### src/rtl/mii_phy_side.sv
module mii_phy_side #(
  parameter int HALF_100       = 1,
  parameter int HALF_10        = 5,
  parameter int RELEASE_CYCLES = 64
) (
  input  logic       clk,
  input  logic       rst_n,
  input  logic       speed_100,
  input  logic       full_duplex,
  input  logic [3:0] mii_txd,
  input  logic       mii_tx_en,
  input  logic       mii_tx_er,
  output logic       mii_tx_clk,
  output logic       mii_rx_clk,
  output logic [3:0] mii_rxd,
  output logic       mii_rx_dv,
  output logic       mii_rx_er,
  output logic       mii_crs,
  output logic       mii_col,
  output logic       mii_oe,
  output logic [3:0] line_txd,
  output logic       line_tx_en,
  output logic       line_tx_er,
  output logic       line_tx_oe,
  input  logic [3:0] line_rxd,
  input  logic       line_rx_dv,
  input  logic       line_rx_er
);
  localparam int DIVW = $clog2(HALF_10 + HALF_100 + 1);
  localparam int RELW = $clog2(RELEASE_CYCLES + 1);
  localparam logic [3:0] FALSE_CARRIER = 4'hE;

  logic [RELW-1:0] rel_cnt;
  logic            released;

  always_ff @(posedge clk or negedge rst_n)
    if (!rst_n) begin
      rel_cnt  <= '0;
      released <= 1'b0;
    end else if (!released) begin
      if (rel_cnt == RELW'(RELEASE_CYCLES - 1)) released <= 1'b1;
      rel_cnt <= rel_cnt + 1'b1;
    end

  logic [DIVW-1:0] div_cnt;
  logic [DIVW-1:0] half_m1;
  logic            nclk;
  logic            wrap;
  logic            nib_stb;

  assign half_m1 = speed_100 ? DIVW'(HALF_100 - 1) : DIVW'(HALF_10 - 1);
  assign wrap    = div_cnt >= half_m1;
  assign nib_stb = released & wrap & ~nclk;

  always_ff @(posedge clk or negedge rst_n)
    if (!rst_n) begin
      div_cnt <= '0;
      nclk    <= 1'b0;
    end else if (!released) begin
      div_cnt <= '0;
      nclk    <= 1'b0;
    end else if (wrap) begin
      div_cnt <= '0;
      nclk    <= ~nclk;
    end else begin
      div_cnt <= div_cnt + 1'b1;
    end

  logic       dup_q;
  logic [3:0] ltxd_q, rxd_q;
  logic       ltxen_q, ltxer_q, rxdv_q, rxer_q, crs_q, col_q;
  logic       idle_now;

  assign idle_now = ~mii_tx_en & ~line_rx_dv;

  always_ff @(posedge clk or negedge rst_n)
    if (!rst_n) begin
      dup_q   <= 1'b0;
      ltxd_q  <= '0;
      ltxen_q <= 1'b0;
      ltxer_q <= 1'b0;
      rxd_q   <= '0;
      rxdv_q  <= 1'b0;
      rxer_q  <= 1'b0;
      crs_q   <= 1'b0;
      col_q   <= 1'b0;
    end else if (!released) begin
      dup_q <= full_duplex;
    end else if (nib_stb) begin
      ltxd_q  <= mii_tx_en ? mii_txd : 4'h0;
      ltxen_q <= mii_tx_en;
      ltxer_q <= mii_tx_en & mii_tx_er;
      rxdv_q  <= line_rx_dv;
      rxer_q  <= line_rx_er;
      if (line_rx_dv)      rxd_q <= line_rxd;
      else if (line_rx_er) rxd_q <= FALSE_CARRIER;
      else                 rxd_q <= 4'h0;
      crs_q <= line_rx_dv | (mii_tx_en & ~dup_q);
      col_q <= line_rx_dv & mii_tx_en & ~dup_q;
      if (idle_now) dup_q <= full_duplex;
    end

  assign mii_oe     = released;
  assign line_tx_oe = released;
  assign mii_tx_clk = nclk & released;
  assign mii_rx_clk = nclk & released;
  assign mii_rxd    = released ? rxd_q : 4'h0;
  assign mii_rx_dv  = released & rxdv_q;
  assign mii_rx_er  = released & rxer_q;
  assign mii_crs    = released & crs_q;
  assign mii_col    = released & col_q;
  assign line_txd   = released ? ltxd_q : 4'h0;
  assign line_tx_en = released & ltxen_q;
  assign line_tx_er = released & ltxer_q;
endmodule


### config.mk
export PLATFORM = sky130hd
export DESIGN_NAME = mii_phy_side
export DESIGN_NICKNAME = d
export VERILOG_FILES = /design/src/rtl/mii_phy_side.sv
export SDC_FILE = /design/constraint.sdc
export NUM_CORES = 1
export LEC_CHECK = 0
export ABC_AREA = 1
export BUFFER_PORTS_ARGS = -buffer_cell sky130_fd_sc_hd__buf_2
export CAP_MARGIN = 40
export CORE_ASPECT_RATIO = 0.7
export CORE_MARGIN = 5
export CORE_UTILIZATION = 45
export CTS_CLUSTER_DIAMETER = 50
export CTS_CLUSTER_SIZE = 12
export DETAILED_ROUTE_END_ITERATION = 16
export PLACE_DENSITY_LB_ADDON = 0.08
export SLEW_MARGIN = 0
export SYNTH_ARGS = -nofsm -noshare
export SYNTH_HDL_FRONTEND = slang
export SYNTH_SLANG_ARGS = --single-unit
### constraint.sdc
create_clock -name clk -period 1 [get_ports clk]
set_input_delay 0.1 -clock clk [delete_from_list [all_inputs] [get_ports clk]]
set_output_delay 0.1 -clock clk [all_outputs]
set_load 0.01 [all_outputs]
; Word level (Yosys, flattened, before mapping)
; Index checks and enable logic that the tools add are counted.
[op_classes]
div_mod_pow = 0
magnitude_cmp = 1
mux = 15
n_bitwise = 19
n_eq_ne = 4
n_reduce_logical = 2
shifts = 0
multipliers = 0
add_sub_neg = 2
[op_table]
columns = op, count
row1 = $mux W4, 5
row2 = $and A1 B1 Y1, 14
row3 = $mux W3, 3
row4 = $add A7 B1 Y7 const B, 1
row5 = $eq A7 B6 Y1 const B, 1
row6 = $mux W1, 7
row7 = $ne A2 B1 Y1 const B, 3
row8 = $not A1 Y1, 4
row9 = $reduce_and A2 Y1, 2
row10 = $add A3 B1 Y3 const B, 1
row11 = $ge A3 B3 Y1, 1
row12 = $or A1 B1 Y1, 1
[totals]
memories = 0
reg_bits = 27
rom_bits = 0
ram_bits = 0
latch_bits = 0
elab_cells = 56

; Longest topological paths before layout
; Gate-level depths: netlist of run 1.
[depth]
depth_word = 6
mapped_depth = 7
ltp_nobuf = 6

; Least setup slack after synthesis of run 1
; Ideal clock, no wire load.
[synth_timing]
kind = register to register
from = register released, in the netlist line_tx_oe
to = register col_q
period_less_slack_ns = 1.107
setup_ns = 0.116
setup_slack_ns = -0.107
required_time_ns = 0.884
stages_incl_launch_ff = 7
arrival_ns = 0.990
cell_sequence = dfrtp_1 inv_2 nor2_2 nand2_2 buf_2 nand2_1 nand2_1
[synth_via]
elab_chain_cells = 3
[synth_rtl]
columns = item, line_no
row1 = "start, declared", 34  ; logic released;
row2 = "start signal, assigned", 39  ; released <= 1'b0;
row3 = "start signal, assigned", 41  ; if (rel_cnt == RELW'(RELEASE_CYCLES - 1)) released <= 1'b1;
row4 = $and A1 B1 Y1 (2 in series), 53  ; assign nib_stb = released & wrap & ~nclk;
row5 = $reduce_and A2 Y1 (no source line) *, n/a
row6 = "end signal, assigned", 99  ; col_q <= line_rx_dv & mii_tx_en & ~dup_q;
row7 = "end, declared", 71  ; logic ltxen_q, ltxer_q, rxdv_q, rxer_q, crs_q, col_q;
; Every way passes the cells marked *; elsewhere a longest branch is shown, timed or not.
; A chain may end at the register's enable or synchronous reset.

; Worst setup path in the final report of run 1
[layout_timing]
from = register released, in the netlist line_tx_oe
to = output mii_rxd[1]
[layout_via]
elab_chain_cells = 1
[layout_rtl]
columns = item, line_no
row1 = $mux W4, 107  ; assign mii_rxd = released ? rxd_q : 4'h0;
row2 = "end, declared", 15  ; output logic [3:0] mii_rxd,
; Every way passes these cells.

==> metrics.txt, run 1 <==
# TYPE chip_impl_metric gauge
chip_impl_info{name="status",value="complete, but fails checks"} 1
chip_impl_info{name="failed_checks",value="negative setup slack"} 1
chip_impl_metric{name="vias",unit=""} 1232
chip_impl_metric{name="setup_ws",unit="ps"} -286
chip_impl_metric{name="initial_standard_cell_utilization_of_the_core",unit=""} 0.466
chip_impl_info{name="synth.area.top_cells",value="dfrtp_1, nand2_1, inv_1, nor2_1, nand3_1"} 1
chip_impl_metric{name="portBuffers",unit=""} 33
chip_impl_metric{name="synth.yosys.seq_area_share",unit=""} 0.521
chip_impl_metric{name="tritoncts.num_buffers",unit=""} 3
chip_impl_metric{name="synthesis.area_per_instance",unit="sq um"} 7.62
chip_impl_metric{name="io-pin-count",unit=""} 34
chip_impl_metric{name="worst-path-max-fanout",unit=""} 8
chip_impl_info{name="most_frequently_used_flop_master_after_synthesis",value="dfrtp_1"} 1
chip_impl_metric{name="power.internal",unit="mW"} 1.42
chip_impl_info{name="synth_most_common_cell",value="nand2_1"} 1
chip_impl_metric{name="nNetsFinal",unit=""} 242
chip_impl_metric{name="max_slew_margin",unit=""} 0.770
chip_impl_metric{name="netSwitchingPower",unit="mW"} 0.424
chip_impl_metric{name="global_route_wire_length_before_repair",unit="um"} 5500
chip_impl_metric{name="h-tree-depth",unit=""} 1
chip_impl_metric{name="clk_path_buf_depth",unit=""} 2
chip_impl_metric{name="die_area",unit="sq um"} 4070
chip_impl_metric{name="final_hpwl_from_detailed_placement",unit="um"} 2140
chip_impl_info{name="yosys-top-cells-count",value="nand2_1, dfrtp_1, inv_1"} 1
chip_impl_metric{name="ff2ff_path_depth",unit=""} 8
chip_impl_metric{name="clk-insertion-delay-late",unit="ps"} 280
chip_impl_metric{name="relative_contribution_of_combinational_cells_to_total_power",unit=""} 0.055
chip_impl_metric{name="synth_cell_type_count",unit=""} 19
chip_impl_metric{name="tightestPinTransition",unit="ps"} 346
chip_impl_metric{name="sequentialPowerShare",unit=""} 0.595
chip_impl_metric{name="grt_remaining_overflow",unit=""} 0
chip_impl_metric{name="detail_route.wl_per_cell",unit="um"} 13.3
chip_impl_metric{name="utilization",unit=""} 0.759
chip_impl_metric{name="power.static_leakage",unit="nW"} 1.30
chip_impl_metric{name="drt_first_pass_iters",unit=""} 4
chip_impl_metric{name="area_growth_syn_to_layout",unit="%"} 62.8
chip_impl_metric{name="fmax",unit="GHz"} 0.778
chip_impl_metric{name="ys_warn_count",unit=""} 0
chip_impl_metric{name="hold_ws",unit="ps"} 18.0
chip_impl_metric{name="avgViaCountPerCell",unit=""} 4.76
chip_impl_metric{name="setup_total_negative_slack",unit="ps"} -7200
chip_impl_metric{name="grt_usage",unit=""} 0.178
chip_impl_metric{name="route.detailed.drc",unit=""} 0
chip_impl_metric{name="detail_route.wirelength",unit="um"} 3450
chip_impl_metric{name="sink_count_of_the_clock_tree",unit=""} 27
chip_impl_metric{name="layout_min_cycle_time",unit="ps"} 1290
chip_impl_info{name="timing.critical_path.from_type",value="register"} 1
chip_impl_metric{name="floorplan.die.height",unit="um"} 54.9
chip_impl_metric{name="core_area",unit="sq um"} 2780
chip_impl_metric{name="syn_nets",unit=""} 188
chip_impl_info{name="ctsRootBufferMaster",value="clkbuf_8"} 1
chip_impl_info{name="crit_type",value="reg -> out"} 1
chip_impl_info{name="grt_setup_unrepaired",value="true"} 1
chip_impl_metric{name="finalHoldViolCount",unit=""} 0
chip_impl_info{name="worst_hold_path_type",value="in -> reg"} 1
chip_impl_info{name="tritoncts",value="yes"} 1
chip_impl_info{name="synthDominantAreaCellType",value="dfrtp_1"} 1
chip_impl_metric{name="finalClockSkew",unit="ps"} 10.7
chip_impl_metric{name="synth-seq-cells",unit=""} 27
chip_impl_metric{name="grt_max_degree",unit=""} 16
chip_impl_metric{name="vias_in_the_first_global_route",unit=""} 1241
chip_impl_metric{name="cts.reportedPaths.clkPinSlew",unit="ps"} 90
chip_impl_metric{name="antenna_violations_before_repair",unit=""} 0
chip_impl_metric{name="power.switching_fraction",unit=""} 0.231
chip_impl_metric{name="antenna_diode_count",unit=""} 0
chip_impl_metric{name="pre_cts_ws",unit="ps"} -80.9
chip_impl_metric{name="min_period_over_period",unit=""} 1.29
chip_impl_metric{name="cp.required",unit="ps"} 900
chip_impl_metric{name="layout-drive-gt1-share",unit=""} 0.547
chip_impl_metric{name="post-layout-total-power",unit="mW"} 1.84
chip_impl_metric{name="vdd_ir_drop_max",unit="mV"} 0.845
chip_impl_metric{name="p_per_area",unit="nW/um^2"} 872
chip_impl_metric{name="drv_cap",unit=""} 0
chip_impl_metric{name="drt_iter0_drc",unit=""} 23
chip_impl_metric{name="asyncSetResetFlopFracSynth",unit=""} 1.00
chip_impl_metric{name="netlist.area_leader.share",unit=""} 0.521
chip_impl_metric{name="report.final.setup_viol",unit=""} 40
chip_impl_metric{name="post_synthesis_cell_count",unit=""} 170
chip_impl_metric{name="die_width",unit="um"} 74.2
chip_impl_metric{name="worst_path_arrival",unit="ps"} 1190
chip_impl_metric{name="std_cell_rows",unit=""} 16
chip_impl_metric{name="slew_viol_final",unit=""} 0
chip_impl_info{name="worstSetupEndpointType",value="primary output"} 1
chip_impl_metric{name="gp_congestion",unit=""} 0.777
chip_impl_metric{name="hold-path-cell-count",unit=""} 3
chip_impl_metric{name="clock_power_share",unit=""} 0.350
chip_impl_metric{name="synth_enable_flop_cells",unit=""} 0
chip_impl_metric{name="post_synth_instance_area",unit="sq um"} 1300
chip_impl_metric{name="count_of_antenna_violating_nets_left_after_detailed_routing",unit=""} 0
-- cell families after synthesis --
family | after synthesis | synth area share
AOI/OAI and AO/OA | 6 | 0.0232
xor gates and xnor gates | 4 | 0.0270
DFF | 27 | 0.521
and+or+nand+nor | 96 | 0.294
adders and majority gates | 2 | 0.0193
buffers and inverters | 35 | 0.115
-- metrics by stage --
stage	area, sq um	cells
after global routing	2110	259
after global placement	1590	245
final	2110	259
after floorplan	1310	170
after CTS	1850	257
after detailed placement	1590	245
-- path summary, 6_finish.rpt --
check                                start          to  slack [ps]
max in group asynchronous            rst_n       col_q         350
worst max register to register  line_tx_oe       dup_q        -200
worst min-delay path            mii_txd[0]   ltxd_q[0]          20
worst min register to register  div_cnt[0]  div_cnt[0]         450
worst max-delay path            line_tx_oe  mii_rxd[1]        -290
min in group asynchronous            rst_n  rel_cnt[4]         250
-- metal layers --
metal | part of all wire | wire length, um | vias to the layer above | track usage
met4 | 0.0084 | 29 | 0 | 0.0301
met3 | 0.060 | 207 | 4 | 0.0523
met1 | 0.44 | 1500 | 586 | 0.226
met5 | 0 | 0 | - | 0
met2 | 0.49 | 1710 | 36 | 0.310
li1 | - | - | 606 | -
-- cell type report --
type                    instances  area [sq um]
repair buffers                 56           514
clock inverters                 1          5.00
inverters                      28           113
flip-flops and latches         27           677
fillers                       190           672
multi-input cells             108           716
well taps                      36          45.0
clock buffers                   3          41.3
-- registers in the layout (all words and copies together) (netlist names) --
register	flops
ltxer_q	1
rxdv_q	1
rxd_q	4
nclk	1
rel_cnt	7
div_cnt	3
dup_q	1
col_q	1
crs_q	1
rxer_q	1
ltxen_q	1
line_tx_oe	1
ltxd_q	4
-- cell usage in the layout, fill, tap and decap left out, drive strengths merged --
| master | instances |
|---|---|
| o21ai | 6 |
| xnor2 | 2 |
| nand4 | 2 |
| nor2 | 11 |
| buf | 55 |
| inv | 28 |
| nand3 | 6 |
| ha | 2 |
| xor2 | 2 |
| nand2 | 76 |
| dfrtp | 27 |
| nor3 | 1 |
| dlygate4sd3 | 1 |
| clkbuf | 3 |
| clkinv | 1 |
-- what timing repair did --
action,CTS,global route
hold buffers,1,0
cloned,1,0
setup endpoints to repair,39,42
buffers inserted,6,3
resized for setup,44,68
hold endpoints to repair,12,0
pin swaps,13,10
-- critical path: stages (launching register included) --
cell and delay [ps]:
dfrtp_2 430, buf_6 140, buf_12 150, nand2_4 50, inv_2 40, buf_6 110
-- power by group through the flow --
stage,Sequential (mW),Clock (mW),Combinational [mW]
after floorplan,1.12,0,0.0250
after global placement,1.12,0,0.0931
after detailed placement,1.12,0,0.0944
after CTS,1.09,0.642,0.0990
after global routing,1.10,0.691,0.117
final,1.09,0.644,0.102
Note: power is estimated with default switching activity, not from simulation.
==> run 2, diff against run 1 <==
--- a/config.mk
+++ b/config.mk
@@ -5,7 +5,6 @@
 export SDC_FILE = /design/constraint.sdc
 export NUM_CORES = 1
 export LEC_CHECK = 0
-export ABC_AREA = 1
 export BUFFER_PORTS_ARGS = -buffer_cell sky130_fd_sc_hd__buf_2
 export CAP_MARGIN = 40
 export CORE_ASPECT_RATIO = 0.7
==> metrics.txt, run 2 <==
# TYPE chip_impl_metric gauge
chip_impl_info{name="status",value="complete, but fails checks"} 1
chip_impl_info{name="failed_checks",value="negative setup slack"} 1
chip_impl_metric{name="detail_route.wl_per_cell",unit="um"} 14.2
chip_impl_metric{name="drt_iter0_drc",unit=""} 20
chip_impl_metric{name="initial_standard_cell_utilization_of_the_core",unit=""} 0.462
chip_impl_metric{name="pre_cts_ws",unit="ps"} -273
chip_impl_metric{name="die_area",unit="sq um"} 4020
chip_impl_metric{name="core_area",unit="sq um"} 2760
chip_impl_metric{name="h-tree-depth",unit=""} 1
chip_impl_metric{name="sequentialPowerShare",unit=""} 0.604
chip_impl_info{name="ctsRootBufferMaster",value="clkbuf_8"} 1
chip_impl_metric{name="grt_remaining_overflow",unit=""} 0
chip_impl_metric{name="setup_ws",unit="ps"} -310
chip_impl_metric{name="nNetsFinal",unit=""} 187
chip_impl_metric{name="clk_path_buf_depth",unit=""} 2
chip_impl_info{name="critical_path.reg2reg.startpoint",value="line_tx_oe"} 1
chip_impl_metric{name="asyncSetResetFlopFracSynth",unit=""} 1.00
chip_impl_info{name="largestRegisters",value="rel_cnt (7), ltxd_q (4), rxd_q (4)"} 1
chip_impl_info{name="worst_path_max_delay_cell",value="dfrtp_2"} 1
chip_impl_metric{name="ys_warn_count",unit=""} 0
chip_impl_info{name="hold_start",value="mii_tx_er"} 1
chip_impl_info{name="crit_type",value="reg -> out"} 1
chip_impl_metric{name="grt_usage",unit=""} 0.150
chip_impl_metric{name="detail_route.wirelength",unit="um"} 2890
chip_impl_info{name="critical_path.top_delay_family",value="flip-flops"} 1
chip_impl_metric{name="std_cell_rows",unit=""} 16
chip_impl_info{name="tritoncts",value="yes"} 1
chip_impl_info{name="worst_hold_path_type",value="in -> reg"} 1
chip_impl_metric{name="count_of_antenna_violating_nets_left_after_detailed_routing",unit=""} 0
chip_impl_metric{name="cp.required",unit="ps"} 900
chip_impl_info{name="layout_commonest_cell",value="buf_6"} 1
chip_impl_metric{name="tritoncts.num_buffers",unit=""} 3
chip_impl_metric{name="gp_congestion",unit=""} 0.721
chip_impl_metric{name="area_growth_syn_to_layout",unit="%"} 53.0
chip_impl_metric{name="finalHoldViolCount",unit=""} 0
chip_impl_info{name="synth.area.top_cells",value="dfrtp_1, and2_1, mux2i_1, mux2_2, nand2_1"} 1
chip_impl_metric{name="synth.yosys.seq_area_share",unit=""} 0.529
chip_impl_metric{name="drv_cap",unit=""} 0
chip_impl_metric{name="report.final.setup_viol",unit=""} 44
chip_impl_metric{name="floorplan.die.height",unit="um"} 54.6
chip_impl_metric{name="syn_nets",unit=""} 132
chip_impl_metric{name="fin_area",unit="sq um"} 1950
chip_impl_metric{name="synth_enable_flop_cells",unit=""} 0
chip_impl_info{name="grt_setup_unrepaired",value="true"} 1
chip_impl_metric{name="critical_path.n_buffers_inverters",unit=""} 3
chip_impl_metric{name="slew_viol_final",unit=""} 0
chip_impl_metric{name="clk-insertion-delay-late",unit="ps"} 270
chip_impl_info{name="crit_start",value="line_tx_oe"} 1
chip_impl_metric{name="ff2ff_path_depth",unit=""} 5
chip_impl_metric{name="wl_met3",unit="um"} 191
chip_impl_metric{name="netlist.area_leader.share",unit=""} 0.529
chip_impl_metric{name="worst-path-max-fanout",unit=""} 6
chip_impl_metric{name="place.detailed.instances",unit=""} 191
chip_impl_metric{name="drt_first_pass_iters",unit=""} 4
chip_impl_metric{name="min_period_over_period",unit=""} 1.31
chip_impl_info{name="most_frequently_used_flop_master_after_synthesis",value="dfrtp_1"} 1
chip_impl_metric{name="layout-drive-gt1-share",unit=""} 0.565
chip_impl_info{name="timing.critical_path.from_type",value="register"} 1
chip_impl_metric{name="met2RoutedLength",unit="um"} 1380
chip_impl_info{name="yosys-top-cells-count",value="dfrtp_1, and2_1, nand2_1"} 1
chip_impl_metric{name="portBuffers",unit=""} 33
chip_impl_metric{name="vias_in_the_first_global_route",unit=""} 966
chip_impl_metric{name="global_route_wire_length_before_repair",unit="um"} 4530
chip_impl_info{name="synthDominantAreaCellType",value="dfrtp_1"} 1
chip_impl_metric{name="die_width",unit="um"} 73.7
chip_impl_metric{name="placed_inst_area",unit="sq um"} 1600
chip_impl_metric{name="synth_cell_type_count",unit=""} 22
chip_impl_metric{name="antenna_diode_count",unit=""} 0
chip_impl_metric{name="relative_contribution_of_combinational_cells_to_total_power",unit=""} 0.060
chip_impl_metric{name="worst_path_arrival",unit="ps"} 1210
chip_impl_metric{name="netSwitchingPower",unit="mW"} 0.391
chip_impl_metric{name="final_hpwl_from_detailed_placement",unit="um"} 1980
chip_impl_metric{name="worst-r2r-setup-slack",unit="ps"} -280
chip_impl_metric{name="power.static_leakage",unit="nW"} 0.984
chip_impl_metric{name="power.internal",unit="mW"} 1.42
chip_impl_metric{name="post-layout-total-power",unit="mW"} 1.81
chip_impl_info{name="highest_metal_layer_with_signal_wires",value="met4"} 1
chip_impl_metric{name="max_incr_delay_on_cp",unit="ps"} 420
chip_impl_info{name="timing.critical_path.cells",value="buf_6, buf_6, and2_1, buf_2"} 1
chip_impl_metric{name="vias",unit=""} 976
chip_impl_metric{name="antenna_violations_before_repair",unit=""} 0
chip_impl_metric{name="avgViaCountPerCell",unit=""} 4.78
chip_impl_info{name="synth_most_common_cell",value="dfrtp_1"} 1
chip_impl_metric{name="sink_count_of_the_clock_tree",unit=""} 27
chip_impl_metric{name="power.switching_fraction",unit=""} 0.216
chip_impl_metric{name="route.detailed.drc",unit=""} 0
chip_impl_info{name="worstSetupEndpointType",value="primary output"} 1
chip_impl_metric{name="post_synthesis_cell_count",unit=""} 114
chip_impl_metric{name="clock_power_share",unit=""} 0.336
chip_impl_metric{name="finalClockSkew",unit="ps"} 1.30
chip_impl_metric{name="hold-path-cell-count",unit=""} 3
chip_impl_metric{name="cts.reportedPaths.clkPinSlew",unit="ps"} 90
chip_impl_metric{name="drt-met1-wl",unit="um"} 1300
chip_impl_info{name="largest_register",value="rel_cnt"} 1
chip_impl_metric{name="largest_register_ffs",unit=""} 7
chip_impl_metric{name="vdd_ir_drop_max",unit="mV"} 0.728
chip_impl_info{name="regToRegEndpoint",value="rel_cnt[6]"} 1
chip_impl_metric{name="post_layout_nonfiller_instances",unit=""} 204
chip_impl_metric{name="synth-seq-cells",unit=""} 27
chip_impl_info{name="timing.hold.worst_endpoint",value="ltxer_q"} 1
chip_impl_info{name="critPathMostFrequentCell",value="buf_6"} 1
chip_impl_info{name="most-common-layout-cells",value="buf_6, dfrtp_1, buf_2"} 1
chip_impl_metric{name="p_per_area",unit="nW/um^2"} 927
chip_impl_metric{name="max_slew_margin",unit=""} 0.694
chip_impl_metric{name="post_synth_instance_area",unit="sq um"} 1280
chip_impl_metric{name="io-pin-count",unit=""} 34
chip_impl_metric{name="fmax",unit="GHz"} 0.763
chip_impl_metric{name="tightestPinTransition",unit="ps"} 459
chip_impl_metric{name="synthesis.area_per_instance",unit="sq um"} 11.2
chip_impl_metric{name="grt_max_degree",unit=""} 22
chip_impl_metric{name="layout_min_cycle_time",unit="ps"} 1310
chip_impl_metric{name="hold_ws",unit="ps"} 70.8
==> run 2: area by class of cell <==
cell class / count / area, sq um
timing repair buffer: 57 / 512
multi-input combinational: 72 / 643
sequential: 27 / 677
clock buffer: 3 / 41.3
inverter: 8 / 30.0
clock inverter: 1 / 5.00
fill: 209 / 810
tap: 36 / 45.0
==> run 2: cell families (layout without fill, tap and decap cells) <==
| family | Yosys count | after routing | synth area share |
|---|---|---|---|
| fa+ha+maj | 2 | 2 | 0.0196 |
| simple gates | 44 | 44 | 0.196 |
| compound gates | 3 | 3 | 0.0167 |
| flops | 27 | 27 | 0.529 |
| xor+xnor | 7 | 7 | 0.0480 |
| mux | 16 | 16 | 0.134 |
| buf+inv | 15 | 69 | 0.0559 |
==> run 2: worst max-delay path by stage <==
stage	end	slack, ps	cells past startpoint
3_5_place_dp	col_q	-270	3
2_1_floorplan	ltxen_q	-350	3
4_1_cts	line_txd[2]	-310	4
6_report	mii_rxd[3]	-310	4
5_1_grt	rel_cnt[6]	-390	5
3_3_place_gp	dup_q	-260	2
==> run 2: stage by stage <==
stage / util / TNS, ps
floorplan: - / -3510
global placement: 0.577 / -4490
detailed placement: 0.577 / -5030
CTS: 0.649 / -9910
global route: 0.707 / -11830
finish: 0.707 / -10110
==> run 2: layer usage <==
metal,vias up,GRT usage
met5,-,0
met4,0,0.0271
li1,479,-
met3,2,0.0495
met2,25,0.246
met1,470,0.196
==> run 2: power groups by stage <==
stage / Sequential (mW) / Combinational (mW) / Clock [mW]
final: 1.09 / 0.108 / 0.607
after global routing: 1.09 / 0.124 / 0.662
after detailed placement: 1.12 / 0.103 / 0
after CTS: 1.09 / 0.109 / 0.626
after floorplan: 1.12 / 0.0331 / 0
after global placement: 1.12 / 0.100 / 0
==> run 2: timing repair <==
item	in CTS	in global routing
hold endpoints to repair	19	0
endpoints found under the setup margin	42	45
setup buffers	4	3
hold buffers	1	0
resized for setup	25	32
pin swaps	2	4
cloned	1	0
==> run 2: worst min-delay path, delay by kind of cell <==
kind          cells  cell delay, ps
buf+inv           1              90
mux               1              60
simple gates      1              50
